==> src/rtl/fs_pkg.sv <==
package fs_pkg;

  typedef enum logic [2:0] {
    SV_NORMAL,
    SV_TRANSIENT,
    SV_TR_RESET,
    SV_WARN,
    SV_FAULTED,
    SV_DRAIN,
    SV_RETURN
  } sup_state_t;

  // True on the final count of a modulo-limit counter.
  function automatic logic last_tick(input logic [31:0] count, input logic [31:0] limit);
    return count == (limit - 32'd1);
  endfunction

endpackage

==> src/rtl/fs_vdd_sampler.sv <==
module fs_vdd_sampler #(
  parameter int unsigned SAMPLE_CYC = 1000
) (
  input  logic clk,
  input  logic rst_n,
  input  logic vdd_ok,
  output logic vdd_bad
);
  import fs_pkg::*;

  localparam int unsigned CW = (SAMPLE_CYC > 1) ? $clog2(SAMPLE_CYC) : 1;

  logic [CW-1:0] cnt;
  logic          sample_tick;

  assign sample_tick = last_tick(32'(cnt), 32'(SAMPLE_CYC));

  always_ff @(posedge clk) begin
    if (!rst_n) begin
      cnt     <= '0;
      vdd_bad <= 1'b0;
    end else begin
      vdd_bad <= sample_tick & ~vdd_ok;
      cnt     <= sample_tick ? '0 : cnt + CW'(1);
    end
  end

  generate
    if (SAMPLE_CYC > 1) begin : g_spacing
      AST_VDD_SAMPLE_SPACED: assert property (@(posedge clk) disable iff (!rst_n)
        vdd_bad |=> !vdd_bad);
    end
  endgenerate

endmodule

==> src/rtl/fs_reset_pulser.sv <==
module fs_reset_pulser #(
  parameter int unsigned RST_WIDTH = 16,
  parameter int unsigned RETRY_CYC = 100000
) (
  input  logic clk,
  input  logic rst_n,
  input  logic active,
  input  logic restart,
  output logic pulse_o
);
  import fs_pkg::*;

  localparam int unsigned PW = $clog2(RETRY_CYC + 1);
  localparam int unsigned WW = $clog2(RST_WIDTH + 1);

  logic [PW-1:0] per_cnt;
  logic [WW-1:0] wid_cnt;
  logic          fire;

  assign fire = active & (restart | (per_cnt == '0));

  always_ff @(posedge clk) begin
    if (!rst_n) begin
      per_cnt <= '0;
    end else if (!active) begin
      per_cnt <= '0;
    end else if (fire) begin
      per_cnt <= PW'(1);
    end else if (last_tick(32'(per_cnt), 32'(RETRY_CYC))) begin
      per_cnt <= '0;
    end else begin
      per_cnt <= per_cnt + PW'(1);
    end
  end

  always_ff @(posedge clk) begin
    if (!rst_n) begin
      pulse_o <= 1'b0;
      wid_cnt <= '0;
    end else if (fire) begin
      pulse_o <= 1'b1;
      wid_cnt <= '0;
    end else if (pulse_o) begin
      if (last_tick(32'(wid_cnt), 32'(RST_WIDTH))) pulse_o <= 1'b0;
      else                                         wid_cnt <= wid_cnt + WW'(1);
    end
  end

  AST_PULSE_NEEDS_ACTIVE: assert property (@(posedge clk) disable iff (!rst_n)
    $rose(pulse_o) |-> $past(active));

endmodule

==> src/rtl/fs_handover.sv <==
module fs_handover (
  input  logic clk,
  input  logic rst_n,
  input  logic want_backup,
  output logic main_en,
  output logic backup_en
);

  always_ff @(posedge clk) begin
    if (!rst_n) begin
      main_en   <= 1'b1;
      backup_en <= 1'b0;
    end else if (want_backup) begin
      if (main_en) main_en   <= 1'b0;
      else         backup_en <= 1'b1;
    end else begin
      if (backup_en) backup_en <= 1'b0;
      else           main_en   <= 1'b1;
    end
  end

  AST_NEVER_BOTH_EN: assert property (@(posedge clk) disable iff (!rst_n)
    !(main_en && backup_en));
  AST_BACKUP_AFTER_GAP: assert property (@(posedge clk) disable iff (!rst_n)
    $rose(backup_en) |-> !$past(main_en));
  AST_MAIN_AFTER_GAP: assert property (@(posedge clk) disable iff (!rst_n)
    $rose(main_en) |-> !$past(backup_en));

endmodule

==> src/rtl/fs_supervisor.sv <==
module fs_supervisor #(
  parameter int unsigned PERSIST_CYC = 500000,
  parameter int unsigned SAMPLE_CYC  = 1000,
  parameter int unsigned RST_WIDTH   = 16,
  parameter int unsigned RETRY_CYC   = 100000
) (
  input  logic clk,
  input  logic rst_n,
  input  logic flt_transient,
  input  logic flt_permanent,
  input  logic vdd_ok,
  input  logic main_recovered,
  input  logic backup_busy,
  output logic main_rst,
  output logic warn_req,
  output logic main_side_en,
  output logic backup_side_en,
  output logic backup_active
);
  import fs_pkg::*;

  localparam int unsigned TW = $clog2(PERSIST_CYC + 1);

  sup_state_t    state, state_nx;
  logic [TW-1:0] pcnt;
  logic          vdd_bad;
  logic          perm_evt;
  logic          persist_over;
  logic          pulse_active;
  logic          pulse_restart;
  logic          want_backup;

  assign perm_evt      = flt_permanent | vdd_bad;
  assign persist_over  = last_tick(32'(pcnt), 32'(PERSIST_CYC));
  assign pulse_active  = (state == SV_TR_RESET) || (state == SV_WARN) || (state == SV_FAULTED);
  assign pulse_restart = (state == SV_WARN);
  assign want_backup   = (state == SV_FAULTED) || (state == SV_DRAIN);
  assign warn_req      = (state == SV_WARN);
  assign backup_active = backup_side_en;

  fs_vdd_sampler #(.SAMPLE_CYC(SAMPLE_CYC)) i_vdd (
    .clk(clk), .rst_n(rst_n), .vdd_ok(vdd_ok), .vdd_bad(vdd_bad)
  );

  fs_reset_pulser #(.RST_WIDTH(RST_WIDTH), .RETRY_CYC(RETRY_CYC)) i_pulser (
    .clk(clk), .rst_n(rst_n), .active(pulse_active), .restart(pulse_restart), .pulse_o(main_rst)
  );

  fs_handover i_handover (
    .clk(clk), .rst_n(rst_n), .want_backup(want_backup),
    .main_en(main_side_en), .backup_en(backup_side_en)
  );

  always_comb begin
    state_nx = state;
    unique case (state)
      SV_NORMAL: begin
        if (perm_evt)           state_nx = SV_WARN;
        else if (flt_transient) state_nx = SV_TRANSIENT;
      end
      SV_TRANSIENT: begin
        if (perm_evt)           state_nx = SV_WARN;
        else if (!flt_transient) state_nx = SV_NORMAL;
        else if (persist_over)  state_nx = SV_TR_RESET;
      end
      SV_TR_RESET: begin
        if (perm_evt)           state_nx = SV_WARN;
        else if (!flt_transient) state_nx = SV_NORMAL;
      end
      SV_WARN:    state_nx = SV_FAULTED;
      SV_FAULTED: if (main_recovered) state_nx = SV_DRAIN;
      SV_DRAIN:   if (!backup_busy && backup_side_en) state_nx = SV_RETURN;
      SV_RETURN:  if (main_side_en) state_nx = SV_NORMAL;
      default:    state_nx = SV_NORMAL;
    endcase
  end

  always_ff @(posedge clk) begin
    if (!rst_n) begin
      state <= SV_NORMAL;
      pcnt  <= '0;
    end else begin
      state <= state_nx;
      if (state != SV_TRANSIENT) pcnt <= '0;
      else                       pcnt <= pcnt + TW'(1);
    end
  end

  AST_WARN_ONE_CYCLE: assert property (@(posedge clk) disable iff (!rst_n)
    warn_req |=> !warn_req);
  AST_WARN_THEN_RESET: assert property (@(posedge clk) disable iff (!rst_n)
    warn_req |=> main_rst);
  AST_NORMAL_BACKUP_OFF: assert property (@(posedge clk) disable iff (!rst_n)
    (state == SV_NORMAL) |-> !backup_side_en);
  AST_TRANSIENT_BOUND: assert property (@(posedge clk) disable iff (!rst_n)
    (state == SV_TRANSIENT) |-> (32'(pcnt) < 32'(PERSIST_CYC)));
  AST_DRAIN_HOLDS_BACKUP: assert property (@(posedge clk) disable iff (!rst_n)
    (state == SV_DRAIN && backup_busy && backup_side_en) |=> backup_side_en);

endmodule

==> config.mk <==
export PLATFORM = sky130hd
export DESIGN_NAME = fs_supervisor
export DESIGN_NICKNAME = d
export VERILOG_FILES = /design/src/rtl/fs_pkg.sv /design/src/rtl/fs_vdd_sampler.sv /design/src/rtl/fs_reset_pulser.sv /design/src/rtl/fs_handover.sv /design/src/rtl/fs_supervisor.sv
export SDC_FILE = /design/constraint.sdc
export NUM_CORES = 1
export LEC_CHECK = 0
export ABC_AREA = 1
export BUFFER_PORTS_ARGS = -buffer_cell sky130_fd_sc_hd__buf_2
export CORE_ASPECT_RATIO = 1.75
export CORE_MARGIN = 8
export CORE_UTILIZATION = 25
export CTS_CLUSTER_SIZE = 40
export DETAILED_ROUTE_END_ITERATION = 7
export SLEW_MARGIN = 20
export SYNTH_ARGS = -nofsm -noshare
export SYNTH_HDL_FRONTEND = slang
export SYNTH_HIERARCHICAL = 1
export SYNTH_SLANG_ARGS = --single-unit
export TNS_END_PERCENT = 50
==> constraint.sdc <==
create_clock -name clk -period 2.9 [get_ports clk]
set_input_delay 0.29 -clock clk [delete_from_list [all_inputs] [get_ports clk]]
set_output_delay 0.29 -clock clk [all_outputs]
set_load 0.02 [all_outputs]
==> flow_metrics.env <==
export IMPL_synth_top_cell_area_share=0.3739
export IMPL_pre_cts_ws_ps=1182
export IMPL_hold_viol=0
export IMPL_path_cells="ha_1 -> and3_1 -> ha_1 -> nor2_1 -> inv_1 -> o21ai_0 -> inv_1 -> nor2_1"
export IMPL_cts_root_buf="clkbuf_16"
export IMPL_finalSetupTns_ps=0
export IMPL_setup_viol=0
export IMPL_ir_worst_vdd_mv=0.2425
export IMPL_ys_async_sr_fraction=0
export IMPL_pin_count=12
export IMPL_yosys_top_cells_area="dfxtp_1 (37%), nand2_1 (12%), nor2_1 (12%), inv_1 (7.0%), nand3_1 (3.9%)"
export IMPL_cp_max_fo=5
export IMPL_viasPerCell=4.259
export IMPL_drt_pass1_iter_count=4
export IMPL_layout_min_cycle_time_ps=1747
export IMPL_finalWorstSetupSlack_ps=1153
export IMPL_port_buffer_count=11
export IMPL_antenna_cells=0
export IMPL_endpoint_kind="flop"
export IMPL_cts_hold_buffers=0
export IMPL_crit_path_end="i_pulser/wid_cnt[4]"
export IMPL_dieWidth_um=100.3
export IMPL_power_density_nw_per_um2=689.7
export IMPL_drt_initial_drc_count=159
export IMPL_hp_class="input pin to flop"
export IMPL_ys_seq_area_frac=0.3739
export IMPL_rrSetupSlack_ps=1150
export IMPL_synth_edf_count=0
export IMPL_cts_tree="done"
export IMPL_ys_types=31
export IMPL_timing_rr_start="i_pulser/wid_cnt[0]"
export IMPL_grt_pass1_vias=2748
export IMPL_grt_antenna_before_repair=0
export IMPL_syn_inst=453
export IMPL_die_area_um2=16380
export IMPL_drive_above_1_share=0.1300
export IMPL_synth_fp_nets=466
export IMPL_vias=2747
export IMPL_p_leak_nw=1.403
export IMPL_design_power_total_w=0.002542
export IMPL_cts_max_level=3
export IMPL_stdcell_count=645
export IMPL_utilization=0.2998
export IMPL_ys_top_cells_by_count="nand2_1 (97), nor2_1 (97), dfxtp_1 (58), inv_1 (58), nand3_1 (24)"
export IMPL_drc_errors=0
export IMPL_finalClockSkew_ps=5.436
export IMPL_synth_warnings=6
export IMPL_initial_core_util=0.2525
export IMPL_coreArea_um2=12300
export IMPL_clock_latency_ps=330
export IMPL_crit_path_max_incr_delay_ps=330
export IMPL_grt_max_degree=17
export IMPL_fmax_mhz=572.3
export IMPL_die_y_um=163.4
export IMPL_routabilityCongestion=0.8217
export IMPL_core_rowCount=54
export IMPL_worstSetupStartpoint="i_pulser/wid_cnt[0]"
export IMPL_rr_worst_depth=8
export IMPL_crit_family="simple AND/OR/NAND/NOR gates"
export IMPL_critPathSlowestCell="dfxtp_1"
export IMPL_routedWlPerCell_um=10.10
export IMPL_overflow=0
export IMPL_slew_headroom=0.7826
export IMPL_netlist_area_um2=3105
export IMPL_area_delta_synth_final_pct=18.69
export IMPL_numClockSinks=58
export IMPL_drtAntennaViolNets=0
export IMPL_cp_required_ps=3160
export IMPL_crit_type="flop to flop"
export IMPL_worst_pin_slew_ps=324.9
export IMPL_dp_cells=629
export IMPL_ys_flop_type="dfxtp_1"
export IMPL_crit_buf_inv=2
export IMPL_start_kind="flop"
export IMPL_drv_cap=0
export IMPL_path_depth=8
export IMPL_outcome="finished, final reports clean"
export IMPL_fin_nets=485
export IMPL_clk_pin_slew_worst_paths_ps=50
export IMPL_rsz0062_at_grt="false"
export IMPL_slew_viol_final=0
export IMPL_cts_resized=0
export IMPL_grt_usage=0.08586
export IMPL_cts_setup_buffers=0
export IMPL_routed_wl_mm=6.517
export IMPL_arrival_ps=2010
export IMPL_clockBufferDepth=2
export IMPL_r2r_end="i_pulser/wid_cnt[4]"
export IMPL_cts_buffers_inserted=9
export IMPL_grt_first_pass_wirelength_mm=11.33
export IMPL_post_dp_hpwl_mm=4.937
export IMPL_syn_avg_cell_area_um2=6.855
export IMPL_period_share=0.6025
export IMPL_yosys_register_bits=58
export IMPL_yosysTopAreaCell="dfxtp_1"
==> sequential cells by signal, summed over array words and instances (netlist names) <==
name / flops
i_vdd/vdd_bad: 1
pcnt: 19
i_pulser/wid_cnt: 5
i_handover/backup_en: 1
i_handover/main_en: 1
i_pulser/per_cnt: 17
state: 3
i_pulser/pulse_o: 1
i_vdd/cnt: 10
==> routing by layer <==
layer / track usage / up-vias / share of wire
li1: - / 1455 / -
met5: 0 / - / 0
met4: 0.05952 / 0 / 0.027
met3: 0.01963 / 13 / 0.032
met2: 0.1667 / 38 / 0.55
met1: 0.07445 / 1241 / 0.39
==> where the power goes <==
part | switching [W] | internal (W) | total, W
Clock | 0.000372 | 0.000864 | 0.00124
Sequential | 0.0000475 | 0.000848 | 0.000896
Combinational | 0.000278 | 0.000132 | 0.000410
==> layout by cell type (no fill, tap or decap), types with 7 or more instances in the layout <==
| master | instances |
|---|---|
| nor2_1 | 97 |
| nand2_1 | 97 |
| inv_1 | 58 |
| dfxtp_1 | 58 |
| nand3_1 | 24 |
| xor2_1 | 13 |
| nor3_1 | 13 |
| a21oi_1 | 12 |
| buf_2 | 11 |
| nand4_1 | 10 |
| inv_2 | 9 |
| clkbuf_16 | 9 |
| o21ai_1 | 7 |
==> through the flow <==
step	hold slack, ps	cell area (um2)
2_1_floorplan	367.7	3105
3_3_place_gp	437.9	3341
3_5_place_dp	454.3	3341
4_1_cts	136.1	3686
5_1_grt	150.4	3686
6_report	142.9	3686
==> how the worst min path moves through the flow <==
| stage | start | to | slack, ps | depth (start not counted) |
|---|---|---|---|---|
| 4_1_cts | vdd_ok | i_vdd/vdd_bad | 140 | 2 |
| 3_3_place_gp | pcnt[0] | pcnt[0] | 440 | 1 |
| 6_report | vdd_ok | i_vdd/vdd_bad | 140 | 2 |
| 5_1_grt | vdd_ok | i_vdd/vdd_bad | 150 | 2 |
| 3_5_place_dp | pcnt[0] | pcnt[0] | 450 | 1 |
| 2_1_floorplan | vdd_ok | i_vdd/vdd_bad | 370 | 1 |
==> worst reg2reg max path: stages (launching register included) <==
cell	delay, ps
dfxtp_1	330
ha_1	210
and3_1	190
ha_1	180
nor2_1	280
inv_1	150
o21ai_0	170
inv_1	60
nor2_1	110
==> cell families after synthesis <==
kind of cell             Yosys count  synth area share
XOR/XNOR                          19           0.05359
AO/OA/AOI/OAI                     27           0.04875
adder cells (fa/ha/maj)            6           0.02417
flip-flops                        58            0.3739
buffers and inverters             72           0.09307
AND/OR/NAND/NOR                  271            0.4065
==> final cells by class <==
type	instances	area, um2
clock buffers	12	246.5
clock inverters	4	98.84
fillers	1331	8611
inverters	69	259.0
multi-input cells	323	1655
flip-flops and latches	58	1161
well taps	168	210.2
repair buffers	11	55.05
Note: power is estimated with default switching activity, not from simulation.
